===== src/rtl/pp_ep_pkg.sv =====
// Shared types for the ping-pong receive endpoint.
// Assumes: the mode field is static while packets are in flight.
package pp_ep_pkg;
    typedef enum logic [1:0] {
        MODE_SINGLE   = 2'b00,
        MODE_PINGPONG = 2'b01,
        MODE_MULTI    = 2'b10
    } ep_mode_e;
endpackage


===== src/rtl/pp_ep_rx_front.sv =====
// Packet front end: latches the accept decision at the token strobe,
// counts payload bytes, generates memory writes inside the granted window
// and issues the registered ACK/NAK pulse after the end strobe.
// Assumes: rx_end never coincides with rx_valid; XFER_BYTES >= 2*MAX_PKT.
module pp_ep_rx_front #(
    parameter int MAX_PKT    = 64,
    parameter int XFER_BYTES = 256
) (
    input  logic                              clk,
    input  logic                              rst_n,
    input  logic                              tok_out,
    input  logic                              rx_valid,
    input  logic [7:0]                        rx_data,
    input  logic                              rx_end,
    input  logic                              grant,
    input  logic                              grant_bank,
    input  logic [$clog2(XFER_BYTES)-1:0]     grant_base,
    input  logic [$clog2(XFER_BYTES+1)-1:0]   grant_limit,
    output logic                              wr_en,
    output logic [$clog2(XFER_BYTES)-1:0]     wr_addr,
    output logic [7:0]                        wr_data,
    output logic                              commit_ok,
    output logic                              commit_short,
    output logic                              commit_bank,
    output logic [$clog2(XFER_BYTES+1)-1:0]   commit_stored,
    output logic                              hs_ack,
    output logic                              hs_nak
);
    localparam int AW  = $clog2(XFER_BYTES);
    localparam int XLW = $clog2(XFER_BYTES+1);
    localparam int CW  = $clog2(MAX_PKT+1);

    logic           busy;
    logic           acc;
    logic           bank_q;
    logic [AW-1:0]  base_q;
    logic [XLW-1:0] limit_q;
    logic [CW-1:0]  len_q;
    logic [XLW-1:0] len_x;
    logic           commit;

    // Widen the byte count for comparison against the window limit.
    always_comb len_x = XLW'(len_q);

    // Write strobe and address for a byte inside the granted window.
    always_comb begin
        wr_en   = busy && acc && rx_valid && (len_q < CW'(MAX_PKT)) && (len_x < limit_q);
        wr_addr = base_q + AW'(len_q);
        wr_data = rx_data;
    end

    // End-of-packet summary handed to the bank and transfer trackers.
    always_comb begin
        commit        = busy && rx_end;
        commit_ok     = commit && acc;
        commit_short  = len_q < CW'(MAX_PKT);
        commit_bank   = bank_q;
        commit_stored = (len_x > limit_q) ? limit_q : len_x;
    end

    // Packet context: decision latch at token, byte count during payload.
    always_ff @(posedge clk) begin
        if (!rst_n) begin
            busy    <= 1'b0;
            acc     <= 1'b0;
            bank_q  <= 1'b0;
            base_q  <= '0;
            limit_q <= '0;
            len_q   <= '0;
        end else if (tok_out) begin
            busy    <= 1'b1;
            acc     <= grant;
            bank_q  <= grant_bank;
            base_q  <= grant_base;
            limit_q <= grant_limit;
            len_q   <= '0;
        end else if (commit) begin
            busy <= 1'b0;
        end else if (busy && rx_valid && (len_q != CW'(MAX_PKT))) begin
            len_q <= len_q + 1'b1;
        end
    end

    // Registered handshake pulse, one cycle after the end strobe.
    always_ff @(posedge clk) begin
        if (!rst_n) begin
            hs_ack <= 1'b0;
            hs_nak <= 1'b0;
        end else begin
            hs_ack <= commit && acc;
            hs_nak <= commit && !acc;
        end
    end
endmodule


===== src/rtl/pp_ep_bank_ctrl.sv =====
// Bank bookkeeping: full flags, byte counts and the even/odd pointer.
// Picks the target bank for the next packet (pointer bank if free,
// otherwise the other one) and reports whether any eligible bank is free.
// Assumes: a release and a fill of the same bank never share a cycle.
module pp_ep_bank_ctrl #(
    parameter int MAX_PKT    = 64,
    parameter int XFER_BYTES = 256
) (
    input  logic                            clk,
    input  logic                            rst_n,
    input  logic                            is_single,
    input  logic                            is_multi,
    input  logic [1:0]                      bank_release,
    input  logic                            commit_ok,
    input  logic                            commit_bank,
    input  logic [$clog2(XFER_BYTES+1)-1:0] commit_stored,
    output logic [1:0]                      bank_full,
    output logic [$clog2(MAX_PKT+1)-1:0]    bank0_cnt,
    output logic [$clog2(MAX_PKT+1)-1:0]    bank1_cnt,
    output logic                            bank_ptr,
    output logic                            bank_grant,
    output logic                            bank_tgt
);
    localparam int CW = $clog2(MAX_PKT+1);
    localparam int NB = 2;

    logic [CW-1:0] cnt_q [NB];

    // Target selection: single mode pins bank 0, else prefer the pointer bank.
    always_comb begin
        if (is_single)
            bank_tgt = 1'b0;
        else
            bank_tgt = bank_full[bank_ptr] ? ~bank_ptr : bank_ptr;
        bank_grant = !bank_full[bank_tgt];
    end

    for (genvar b = 0; b < NB; b++) begin : g_bank
        // Per-bank flag and count: fill on accepted commit, clear on release.
        always_ff @(posedge clk) begin
            if (!rst_n) begin
                bank_full[b] <= 1'b0;
                cnt_q[b]     <= '0;
            end else if (commit_ok && !is_multi && (commit_bank == 1'(b))) begin
                bank_full[b] <= 1'b1;
                cnt_q[b]     <= CW'(commit_stored);
            end else if (bank_release[b]) begin
                bank_full[b] <= 1'b0;
            end
        end
    end

    always_comb begin
        bank0_cnt = cnt_q[0];
        bank1_cnt = cnt_q[1];
    end

    // Pointer: opposite of the filled bank (ping-pong), toggle (multi).
    always_ff @(posedge clk) begin
        if (!rst_n)
            bank_ptr <= 1'b0;
        else if (commit_ok) begin
            if (is_multi)
                bank_ptr <= ~bank_ptr;
            else if (!is_single)
                bank_ptr <= ~commit_bank;
        end
    end
endmodule


===== src/rtl/pp_ep_xfer_track.sv =====
// Transfer tracker: running multi-packet total, completion detection on a
// short packet or on reaching the programmed length, and the sticky
// interrupt. Clearing the interrupt also rearms the transfer.
// Assumes: cfg_len is programmed before a transfer starts.
module pp_ep_xfer_track #(
    parameter int MAX_PKT    = 64,
    parameter int XFER_BYTES = 256
) (
    input  logic                            clk,
    input  logic                            rst_n,
    input  logic                            is_multi,
    input  logic [$clog2(XFER_BYTES+1)-1:0] cfg_len,
    input  logic                            commit_ok,
    input  logic                            commit_short,
    input  logic [$clog2(XFER_BYTES+1)-1:0] commit_stored,
    input  logic                            irq_w1c,
    output logic [$clog2(XFER_BYTES+1)-1:0] total,
    output logic [$clog2(XFER_BYTES+1)-1:0] remaining,
    output logic                            xfer_grant,
    output logic                            irq
);
    localparam int XLW = $clog2(XFER_BYTES+1);

    logic           done;
    logic [XLW-1:0] cap;
    logic [XLW-1:0] sum;

    // Effective length, space left and the grant for the next packet.
    always_comb begin
        cap        = (cfg_len > XLW'(XFER_BYTES)) ? XLW'(XFER_BYTES) : cfg_len;
        remaining  = (total >= cap) ? '0 : (cap - total);
        xfer_grant = !done && (remaining != '0);
        sum        = total + commit_stored;
    end

    // Total, completion and interrupt; a new set wins over a same-cycle clear.
    always_ff @(posedge clk) begin
        if (!rst_n) begin
            total <= '0;
            done  <= 1'b0;
            irq   <= 1'b0;
        end else begin
            if (irq_w1c) begin
                total <= '0;
                done  <= 1'b0;
                irq   <= 1'b0;
            end
            if (commit_ok) begin
                if (is_multi) begin
                    total <= sum;
                    if (commit_short || (sum >= cap)) begin
                        done <= 1'b1;
                        irq  <= 1'b1;
                    end
                end else begin
                    irq <= 1'b1;
                end
            end
        end
    end
endmodule


===== src/rtl/pp_ep_mem.sv =====
// Packet byte memory: one write port from the receive side and one
// registered read port for the CPU.
// Assumes: contents are undefined until written.
module pp_ep_mem #(
    parameter int XFER_BYTES = 256
) (
    input  logic                          clk,
    input  logic                          rst_n,
    input  logic                          wr_en,
    input  logic [$clog2(XFER_BYTES)-1:0] wr_addr,
    input  logic [7:0]                    wr_data,
    input  logic [$clog2(XFER_BYTES)-1:0] rd_addr,
    output logic [7:0]                    rd_data
);
    logic [7:0] store [XFER_BYTES];

    // Byte write from the packet front end.
    always_ff @(posedge clk) begin
        if (wr_en)
            store[wr_addr] <= wr_data;
    end

    // Registered CPU read.
    always_ff @(posedge clk) begin
        if (!rst_n)
            rd_data <= '0;
        else
            rd_data <= store[rd_addr];
    end
endmodule


===== src/rtl/pp_rx_endpoint.sv =====
// Top of the ping-pong receive endpoint. Routes the accept decision and
// write window from the bank controller (single/ping-pong) or the transfer
// tracker (multi-packet) into the packet front end.
// Assumes: cfg_mode and cfg_xfer_len change only while idle or in reset.
module pp_rx_endpoint #(
    parameter int MAX_PKT    = 64,
    parameter int XFER_BYTES = 256
) (
    input  logic                            clk,
    input  logic                            rst_n,
    input  logic [1:0]                      cfg_mode,
    input  logic [$clog2(XFER_BYTES+1)-1:0] cfg_xfer_len,
    input  logic                            tok_out,
    input  logic                            rx_valid,
    input  logic [7:0]                      rx_data,
    input  logic                            rx_end,
    output logic                            hs_ack,
    output logic                            hs_nak,
    input  logic [1:0]                      bank_release,
    input  logic                            irq_w1c,
    output logic [1:0]                      bank_full,
    output logic [$clog2(MAX_PKT+1)-1:0]    bank0_cnt,
    output logic [$clog2(MAX_PKT+1)-1:0]    bank1_cnt,
    output logic                            bank_ptr,
    output logic [$clog2(XFER_BYTES+1)-1:0] xfer_count,
    output logic                            irq,
    input  logic [$clog2(XFER_BYTES)-1:0]   rd_addr,
    output logic [7:0]                      rd_data
);
    import pp_ep_pkg::*;

    localparam int AW  = $clog2(XFER_BYTES);
    localparam int XLW = $clog2(XFER_BYTES+1);

    ep_mode_e       mode;
    logic           is_single, is_multi;
    logic           bank_grant, bank_tgt, xfer_grant;
    logic [XLW-1:0] remaining;
    logic           grant;
    logic [AW-1:0]  grant_base;
    logic [XLW-1:0] grant_limit;
    logic           wr_en;
    logic [AW-1:0]  wr_addr;
    logic [7:0]     wr_data;
    logic           commit_ok, commit_short, commit_bank;
    logic [XLW-1:0] commit_stored;

    // Mode decode; the unused code behaves as single mode.
    always_comb begin
        mode      = ep_mode_e'(cfg_mode);
        is_multi  = (mode == MODE_MULTI);
        is_single = !is_multi && (mode != MODE_PINGPONG);
    end

    // Accept decision and write window for the next token.
    always_comb begin
        if (is_multi) begin
            grant       = xfer_grant;
            grant_base  = AW'(xfer_count);
            grant_limit = remaining;
        end else begin
            grant       = bank_grant;
            grant_base  = bank_tgt ? AW'(MAX_PKT) : '0;
            grant_limit = XLW'(MAX_PKT);
        end
    end

    pp_ep_rx_front #(.MAX_PKT(MAX_PKT), .XFER_BYTES(XFER_BYTES)) u_front (
        .clk(clk), .rst_n(rst_n),
        .tok_out(tok_out), .rx_valid(rx_valid), .rx_data(rx_data), .rx_end(rx_end),
        .grant(grant), .grant_bank(bank_tgt), .grant_base(grant_base),
        .grant_limit(grant_limit),
        .wr_en(wr_en), .wr_addr(wr_addr), .wr_data(wr_data),
        .commit_ok(commit_ok), .commit_short(commit_short), .commit_bank(commit_bank),
        .commit_stored(commit_stored), .hs_ack(hs_ack), .hs_nak(hs_nak)
    );

    pp_ep_bank_ctrl #(.MAX_PKT(MAX_PKT), .XFER_BYTES(XFER_BYTES)) u_banks (
        .clk(clk), .rst_n(rst_n),
        .is_single(is_single), .is_multi(is_multi), .bank_release(bank_release),
        .commit_ok(commit_ok), .commit_bank(commit_bank), .commit_stored(commit_stored),
        .bank_full(bank_full), .bank0_cnt(bank0_cnt), .bank1_cnt(bank1_cnt),
        .bank_ptr(bank_ptr), .bank_grant(bank_grant), .bank_tgt(bank_tgt)
    );

    pp_ep_xfer_track #(.MAX_PKT(MAX_PKT), .XFER_BYTES(XFER_BYTES)) u_xfer (
        .clk(clk), .rst_n(rst_n),
        .is_multi(is_multi), .cfg_len(cfg_xfer_len),
        .commit_ok(commit_ok), .commit_short(commit_short), .commit_stored(commit_stored),
        .irq_w1c(irq_w1c), .total(xfer_count), .remaining(remaining),
        .xfer_grant(xfer_grant), .irq(irq)
    );

    pp_ep_mem #(.XFER_BYTES(XFER_BYTES)) u_mem (
        .clk(clk), .rst_n(rst_n),
        .wr_en(wr_en), .wr_addr(wr_addr), .wr_data(wr_data),
        .rd_addr(rd_addr), .rd_data(rd_data)
    );
endmodule


===== config.mk =====
export PLATFORM = sky130hd
export DESIGN_NAME = pp_rx_endpoint
export DESIGN_NICKNAME = d
export VERILOG_FILES = /design/src/rtl/pp_ep_pkg.sv /design/src/rtl/pp_ep_rx_front.sv /design/src/rtl/pp_ep_bank_ctrl.sv /design/src/rtl/pp_ep_xfer_track.sv /design/src/rtl/pp_ep_mem.sv /design/src/rtl/pp_rx_endpoint.sv
export SDC_FILE = /design/constraint.sdc
export NUM_CORES = 2
export LEC_CHECK = 0
export BUFFER_PORTS_ARGS = -buffer_cell sky130_fd_sc_hd__buf_4
export CORE_ASPECT_RATIO = 0.9
export CORE_MARGIN = 4
export CORE_UTILIZATION = 57
export DETAILED_ROUTE_END_ITERATION = 8
export GPL_TIMING_DRIVEN = 1
export PLACE_DENSITY = 0.86
export SLEW_MARGIN = 10
export SYNTH_ARGS = -nofsm -noshare
export SYNTH_HDL_FRONTEND = slang
export SYNTH_HIERARCHICAL = 1
export SYNTH_SLANG_ARGS = --single-unit

===== constraint.sdc =====
create_clock -name clk -period 4 [get_ports clk]
set_input_delay 1.2 -clock clk [delete_from_list [all_inputs] [get_ports clk]]
set_output_delay 1.2 -clock clk [all_outputs]
set_load 0.01 [all_outputs]

# Word level (Yosys, flattened, before mapping)
# Memory sizes are Yosys's and may differ from the RTL's. A register that Yosys moved wholly into a read port is not among the register bits.
# Index checks and enable logic that the tools add are counted.
[totals]
latchBits = 0
rom_bits = 0
input_bits = 35
ramBits = 2062
elab_cells = 108
ff_bits = 43
mem_count = 2
output_inout_bits = 37
[mem_list]
columns = ["name", "words", "word_bits", "read_ports", "rd_ports_with_merged_regs", "wr", "line", "rtl"]
rows = [
  ["u_mem.store", 256, 8, 1, 1, 1, "pp_ep_mem.sv:15", "logic [7:0] store [XFER_BYTES];"],
  ["u_banks.cnt_q", 2, 7, 2, 0, 2, "pp_ep_bank_ctrl.sv:27", "logic [CW-1:0] cnt_q [NB];"],
]
[op_classes]
n_div = 0
reduce_logical = 27
n_bitwise = 6
eq_ne = 4
n_shift = 0
multipliers = 0
muxes = 43
add_sub_neg = 4
n_lt_le_gt_ge = 8
[ops]
columns = ["op", "n"]
rows = [
  ["9-bit 2-to-1 mux", 7],
  ["1-bit 2-to-1 mux", 32],
  ["7-bit 2-to-1 mux", 3],
  ["9-bit greater-or-equal comparator", 2],
  ["1-bit logical AND", 14],
  ["9-bit adder", 1],
  ["7-bit by 9-bit greater-than comparator with 1-bit output", 1],
  ["9-bit greater-than comparator (second input constant)", 1],
  ["7-bit by 9-bit less-than comparator with 1-bit output", 1],
  ["9-bit nonzero test", 1],
  ["9-bit subtractor", 1],
  ["8-bit by 7-bit adder with 8-bit output", 1],
  ["8-bit 2-to-1 mux", 1],
  ["7-bit by 1-bit adder with 7-bit output (second input constant)", 1],
  ["7-bit less-than comparator (second input constant)", 1],
  ["7-bit inequality test (second input constant)", 1],
  ["2-bit nonzero test", 3],
  ["1-bit zero test", 5],
  ["1-bit by 2-bit less-than comparator with 1-bit output (second input constant)", 2],
  ["1-bit inverter", 4],
  ["2-bit AND reduction", 2],
  ["2-bit equality test (second input constant)", 1],
  ["2-bit by 1-bit inequality test with 1-bit output (second input constant)", 1],
  ["2-bit inequality test (second input constant)", 1],
  ["other kinds (3)", 4],
]

# Depth between registers and ports, before layout
[logic_depth]
depth_word = 8
mapped_depth = 21
ltp_nobuf = 21

# By module
# Netlist, hierarchy kept.
[modules_own_cells]
columns = ["mod", "cells_per_inst", "area_each_um2", "n_inst", "seq_area_each_um2"]
rows = [
  ["pp_ep_mem", 4025, 80352.1, 1, 61659.1],
  ["pp_ep_rx_front", 183, 1770.4, 1, 580.6],
  ["pp_ep_xfer_track", 198, 1531.5, 1, 220.2],
  ["pp_ep_bank_ctrl", 50, 705.7, 1, 480.5],
  ["pp_rx_endpoint", 22, 176.4, 1, 0.0],
]

# Worst setup path before layout
# OpenSTA, ideal clock, no wires.
[synth_path]
path_kind = "register to register"
start = "register u_front.len_q[2]"
end = "register u_xfer.done"
required_time_ns = 3.868
setup_ns = 0.132
period_less_slack_ns = 3.912
n_path_buf = 0
slack_ns = 0.088
t_arrival_ns = 3.780
path_stages_with_launch = 21
path_cell_list = "dfxtp_1 ha_1 a211oi_1 nor2_1 o31ai_2 a22oi_2 mux2_2 ha_1 inv_1 fa_1 nor2b_1 o21a_1 nor2_1 xnor2_1 ha_1 a21o_1 a21o_1 a211oi_1 o21ai_0 o311ai_0 o21ai_1"
[synth_via]
elab_chain_len = 8
word_cells_on_any_way = 9
cone_classes = "1 x add/sub; 3 x order compare; 4 x mux; 1 x reduce/logical"
[synth_rtl]
columns = ["element", "line", "rtl"]
rows = [
  ["start: declaration", "pp_ep_rx_front.sv:38", "logic [CW-1:0] len_q;"],
  ["start signal: assignment", "pp_ep_rx_front.sv:80", "len_q <= len_q + 1'b1;"],
  ["7-bit by 9-bit greater-than comparator with 1-bit output", "pp_ep_rx_front.sv:58", "commit_stored = (len_x > limit_q) ? limit_q : len_x;"],
  ["9-bit 2-to-1 mux", "pp_ep_rx_front.sv:58", ""],
  ["via commit_stored[0]", "pp_rx_endpoint.sv:46", "logic [XLW-1:0] commit_stored;"],
  ["9-bit adder", "pp_ep_xfer_track.sv:33", "sum = total + commit_stored;"],
  ["9-bit greater-or-equal comparator", "pp_ep_xfer_track.sv:51", "if (commit_short || (sum >= cap)) begin"],
  ["1-bit logical OR", "pp_ep_xfer_track.sv:51", ""],
  ["1-bit 2-to-1 mux", "pp_ep_xfer_track.sv:51", ""],
  ["1-bit 2-to-1 mux", "pp_ep_xfer_track.sv:49", "if (is_multi) begin"],
  ["1-bit 2-to-1 mux", "pp_ep_xfer_track.sv:48", "if (commit_ok) begin"],
  ["end signal: assignment", "pp_ep_xfer_track.sv:40", "done <= 1'b0;"],
  ["end signal: assignment", "pp_ep_xfer_track.sv:45", "done <= 1'b0;"],
  ["end signal: assignment", "pp_ep_xfer_track.sv:52", "done <= 1'b1;"],
  ["end: declaration", "pp_ep_xfer_track.sv:24", "logic done;"],
]
# The timed path passes the listed nets, and every way through them passes these cells.
# A chain may end at the register's enable or synchronous reset.

# Worst setup path in the final report
[layout_path]
start = "register u_front.limit_q[1]"
end = "register u_xfer.done"
[layout_via]
elab_chain_len = 8
[layout_rtl]
columns = ["element", "line", "rtl"]
rows = [
  ["start: declaration", "pp_ep_rx_front.sv:37", "logic [XLW-1:0] limit_q;"],
  ["start signal: assignment", "pp_ep_rx_front.sv:75", "limit_q <= grant_limit;"],
  ["7-bit by 9-bit greater-than comparator with 1-bit output", "pp_ep_rx_front.sv:58", ""],
  ["9-bit 2-to-1 mux *", "pp_ep_rx_front.sv:58", ""],
  ["via commit_stored[1]", "pp_rx_endpoint.sv:46", ""],
  ["9-bit adder *", "pp_ep_xfer_track.sv:33", ""],
  ["9-bit greater-or-equal comparator *", "pp_ep_xfer_track.sv:51", ""],
  ["1-bit logical OR *", "pp_ep_xfer_track.sv:51", ""],
  ["1-bit 2-to-1 mux *", "pp_ep_xfer_track.sv:51", ""],
  ["1-bit 2-to-1 mux *", "pp_ep_xfer_track.sv:49", ""],
  ["1-bit 2-to-1 mux *", "pp_ep_xfer_track.sv:48", ""],
]
# The timed path passes the listed nets; every way through them passes the cells marked *.

==> results.md <==
Outcome
* run status: finished with violations
* violated checks: setup timing

Synth
* area leader, netlist: sky130_fd_sc_hd__edfxtp_1
* FFs w/ async S/R, synth: 0
* register bit total from synthesis: 2113
* Synthesis Warnings: 6
* primary flip-flop cell chosen by synthesis mapping: sky130_fd_sc_hd__edfxtp_1
* number of enable-type register cells in the synthesized netlist: 2062
* ranking of synthesized cells by area: sky130_fd_sc_hd__edfxtp_1 73%, sky130_fd_sc_hd__mux4_2 9.0%, sky130_fd_sc_hd__mux2i_1 4.0%, sky130_fd_sc_hd__nor2_1 1.5%, sky130_fd_sc_hd__dfxtp_1 1.2%
* area of the mapped netlist: 84500 µm²
* number of unique standard cell types used by synthesis: 92
* Avg Inst Size Synth: 18.9 µm²
* Seq/Total Area, Yosys: 0.745
* Gate Count Post-Synth: 4478
* fraction of synthesized cell area taken by the top area cell type: 0.732

STA
* RSZ-0062 raised after global routing: true
* smallest hold slack: 537 ps
* Least-Margin Pin Slew: 1240 ps
* hold violation total from the final report: 0
* number of setup violations in the final report: 2
* number of slew-limit violations in the final report: 0
* final worst-path setup slack: -201 ps
* minimum period implied by the final worst setup slack: 4200 ps
* Post-Route Skew: 50.6 ps
* max-slew headroom at the worst pin: 0.164
* highest clock frequency the design can meet: 0.238 GHz
* portion of the clock cycle consumed by the worst path in the final layout: 1.05

Layout
* fraction of layout instances using a drive strength above 1: 0.261
* count of fill cells added during filler insertion: 8494
* Layout area overhead: 15.2%
* Net count, final: 5160
* final non-filler cell total: 7198

Clock tree
* CTS tree: done
* clock input transition at the sequential cells of the worst setup and hold paths: 60 ps
* CTS Root Cell: sky130_fd_sc_hd__clkbuf_16
* Skew-Pair Late Insertion Delay: 850 ps
* sink count of the clock tree: 2113
* H-tree Lvls: 4
* TritonCTS buffer count: 195
* worst-case clock buffer depth: 3

Die
* core area: 147000 µm²
* initial core utilization: 0.576
* number of core rows: 133
* height of the die: 373 µm
* # IOs: 72
* Chip Width: 414 µm
* Die Area: 155000 µm²

Placement
* routability congestion estimate from global placement: 0.916
* Post-Place Cells: 6830
* setup slack after placement: -280 ps
* port buffer count: 71
* post-DP HPWL: 146000 µm

Routing
* DR vias: 50600
* routed vias/inst: 7.03
* Post-route DRC: 0
* Pre-antenna DRT Iters: 7
* Routed WL per cell: 33.5 µm
* Total Wirelength: 241000 µm
* Antenna Violating Nets Remaining: 0
* DRC marker count from the first detailed-route iteration: 8901

Power and ir drop
* sw power: 0.00979 W
* highest ir drop seen on vdd: 0.000364 V
* combinational power share: 0.055
* power after layout: 0.0452 W
* Clk network pwr share: 0.407
* P_int: 0.0354 W
* sequential share of power: 0.539
* fraction of power spent switching nets: 0.217
* cell leakage power: 32.7 nW
* power density over the cells: 464 nW/µm²

GRT
* global-route usage over all layers: 0.310
* via count of the first global-routing pass: 50600
* grt ovf: 0
* initial antenna violation count: 8
* first-pass GRT wire length: 349000 µm
* maximum number of pins on one net before global-route repair: 133

Worst hold path
* class of the tightest hold or removal check: reg -> reg

Worst setup path
* largest fanout on the critical path: 3
* Critical-path top delay cell: sky130_fd_sc_hd__or4_4
* Crit path required time: 4720 ps
* worst-path cell chain: inv_1 > ha_2 > nand4_1 > nor2_2 > o31ai_2 > a22oi_2 > buf_4 > mux2i_4 > buf_6 > ha_4 > a21oi_4 > o211ai_1 > o41ai_2 > xnor2_1 > ha_1 > or4_4 > o311ai_4 > o21ai_1
* capturing element type of the critical path: flop
* worst setup path class: reg -> reg
* Data arrival, critical path: 4920 ps
* Worst setup SP type: flop
* maximum cell stage delay along the critical path: 530 ps

Job
* max-cap violations: 0

-- registers in the layout, summed over array words and instances, names as in the netlist --
register,cells
u_mem/rd_data,8
u_mem/store,2048
u_front/busy,1
u_front/hs_nak,1
u_xfer/done,1
u_xfer/total,9
u_front/commit_bank,1
u_banks/bank_ptr,1
u_xfer/irq,1
u_banks/bank_full,2
u_front/len_q,7
u_front/limit_q,9
u_front/acc,1
u_front/hs_ack,1
u_front/base_q,8
u_banks/cnt_q,14
-- kinds of logic (layout without fill, tap and decap cells) --
| kind of cell | Yosys count | in the layout | share of synthesized area |
|---|---|---|---|
| AOI/OAI and AO/OA | 491 | 491 | 0.0408 |
| xor gates and xnor gates | 25 | 25 | 0.00259 |
| adders and majority gates | 47 | 47 | 0.00722 |
| buffers and inverters | 304 | 1057 | 0.0228 |
| DFF | 2113 | 2113 | 0.745 |
| muxes | 712 | 712 | 0.139 |
| other | 1 | 11 | 0.0000444 |
| and+or+nand+nor | 785 | 785 | 0.0431 |
-- timing repair --
action                     in CTS  in global routing
hold buffers                    0                  0
gates resized for setup        38                 11
pin swaps                      20                  4
setup endpoints to repair       2                153
setup buffers                   8                  0
-- critical path: cells and delay by family, from the launching register on --
family          cells  cell delay [ps]
mux                 1              230
xor+xnor            1              220
compound gates      7             1250
flops               1              330
simple gates        3              860
fa+ha+maj           3              800
buf+inv             3              380
-- cell usage in the layout (no fill, tap or decap), types with 11 or more instances in the layout --
cell                        Yosys  final
sky130_fd_sc_hd__clkbuf_16      0    202
sky130_fd_sc_hd__nor3_1        39     38
sky130_fd_sc_hd__bufinv_16      0     14
sky130_fd_sc_hd__mux4_1        24     24
sky130_fd_sc_hd__buf_4         19    605
sky130_fd_sc_hd__dfxtp_1       51     45
sky130_fd_sc_hd__ha_1          44     36
sky130_fd_sc_hd__o221ai_1      78     78
sky130_fd_sc_hd__a21o_1        12     12
sky130_fd_sc_hd__nor2b_1       40     37
sky130_fd_sc_hd__mux2i_1      342    341
sky130_fd_sc_hd__a211oi_1      47     45
sky130_fd_sc_hd__o21ai_0       38     35
sky130_fd_sc_hd__xor2_1        12     12
sky130_fd_sc_hd__a21oi_1       82     78
sky130_fd_sc_hd__and2_2        11     12
sky130_fd_sc_hd__xnor2_1       13     11
sky130_fd_sc_hd__and2_1        27     26
sky130_fd_sc_hd__inv_1         36     33
sky130_fd_sc_hd__nand3_1       52     51
sky130_fd_sc_hd__nand2_1      170    168
sky130_fd_sc_hd__buf_12         5     51
sky130_fd_sc_hd__or3_1         13     12
sky130_fd_sc_hd__o22ai_1      105    105
sky130_fd_sc_hd__nor2_1       331    328
sky130_fd_sc_hd__a22oi_1       40     40
sky130_fd_sc_hd__nand4_1       29     29
sky130_fd_sc_hd__clkinv_2       0     36
sky130_fd_sc_hd__clkinv_1       1     36
sky130_fd_sc_hd__nor4_1        23     23
sky130_fd_sc_hd__clkbuf_1     107     43
sky130_fd_sc_hd__clkbuf_8       0     12
sky130_fd_sc_hd__mux4_2       337    337
sky130_fd_sc_hd__edfxtp_1    2062   2062
-- metrics by stage --
stage	setup TNS, ps	util	cell area [µm²]
2_1_floorplan	0	-	84500
4_1_cts	-27.3	0.663	97300
3_3_place_gp	-496	0.619	90900
3_5_place_dp	-617	0.619	90900
5_1_grt	-891	0.664	97400
6_report	-393	0.664	97400
-- power groups by stage --
stage / combinational (W) / clock, W / sequential (W)
floorplan: 0.00138 / 0 / 0.0248
global placement: 0.00223 / 0 / 0.0248
detailed placement: 0.00231 / 0 / 0.0248
CTS: 0.00239 / 0.0184 / 0.0243
global route: 0.00253 / 0.0194 / 0.0243
finish: 0.00246 / 0.0184 / 0.0243
-- Yosys cell counts (all sizes together) (5+ instances only) --
cell,n
a21oi,84
mux2,9
nor4,23
inv,37
a22oi,41
nand3,52
o21ai,43
a21o,12
ha,44
a211oi,47
o211ai,9
a221oi,5
o31ai,6
edfxtp,2062
nand4,29
a21boi,7
nor2b,40
mux4,361
nor3,39
or3,13
dfxtp,51
o22ai,106
and3,7
nand2,172
buf,158
o221ai,79
a31oi,8
and2,40
nand3b,8
clkbuf,108
mux2i,342
a2111oi,5
xnor2,13
nor2,332
xor2,12
o21a,6
-- worst paths after layout --
| kind | startpoint | end | slack [ps] | cells after the start |
|---|---|---|---|---|
| worst max-delay path | u_front/limit_q[1] | u_xfer/done | -200 | 18 |
| worst min-delay path | u_front/base_q[2] | u_front/base_q[2] | 540 | 2 |
| worst max register to register | u_front/limit_q[1] | u_xfer/done | -200 | 18 |
| worst min register to register | u_front/base_q[2] | u_front/base_q[2] | 540 | 2 |
-- cell type report --
cell class	count	area [µm²]	area share
Sequential cell	2113	62900	0.646
Clock buffer	249	5270	0.0541
Inverter	38	144	0.00148
Timing Repair Buffer	668	5730	0.0588
Tap cell	1957	2450	0.0251
Multi-Input combinational cell	2062	19900	0.204
Clock inverter	102	936	0.00961
Antenna cell	9	22.5	0.000231
-- metal layers --
layer	share of wire	wire length, µm	global-route usage
met5	0.00025	61	0
met4	0.073	17700	0.181
met3	0.15	36400	0.106
met2	0.46	110000	0.466
met1	0.32	76900	0.395
No activity file was read; power rests on OpenSTA's default activity.
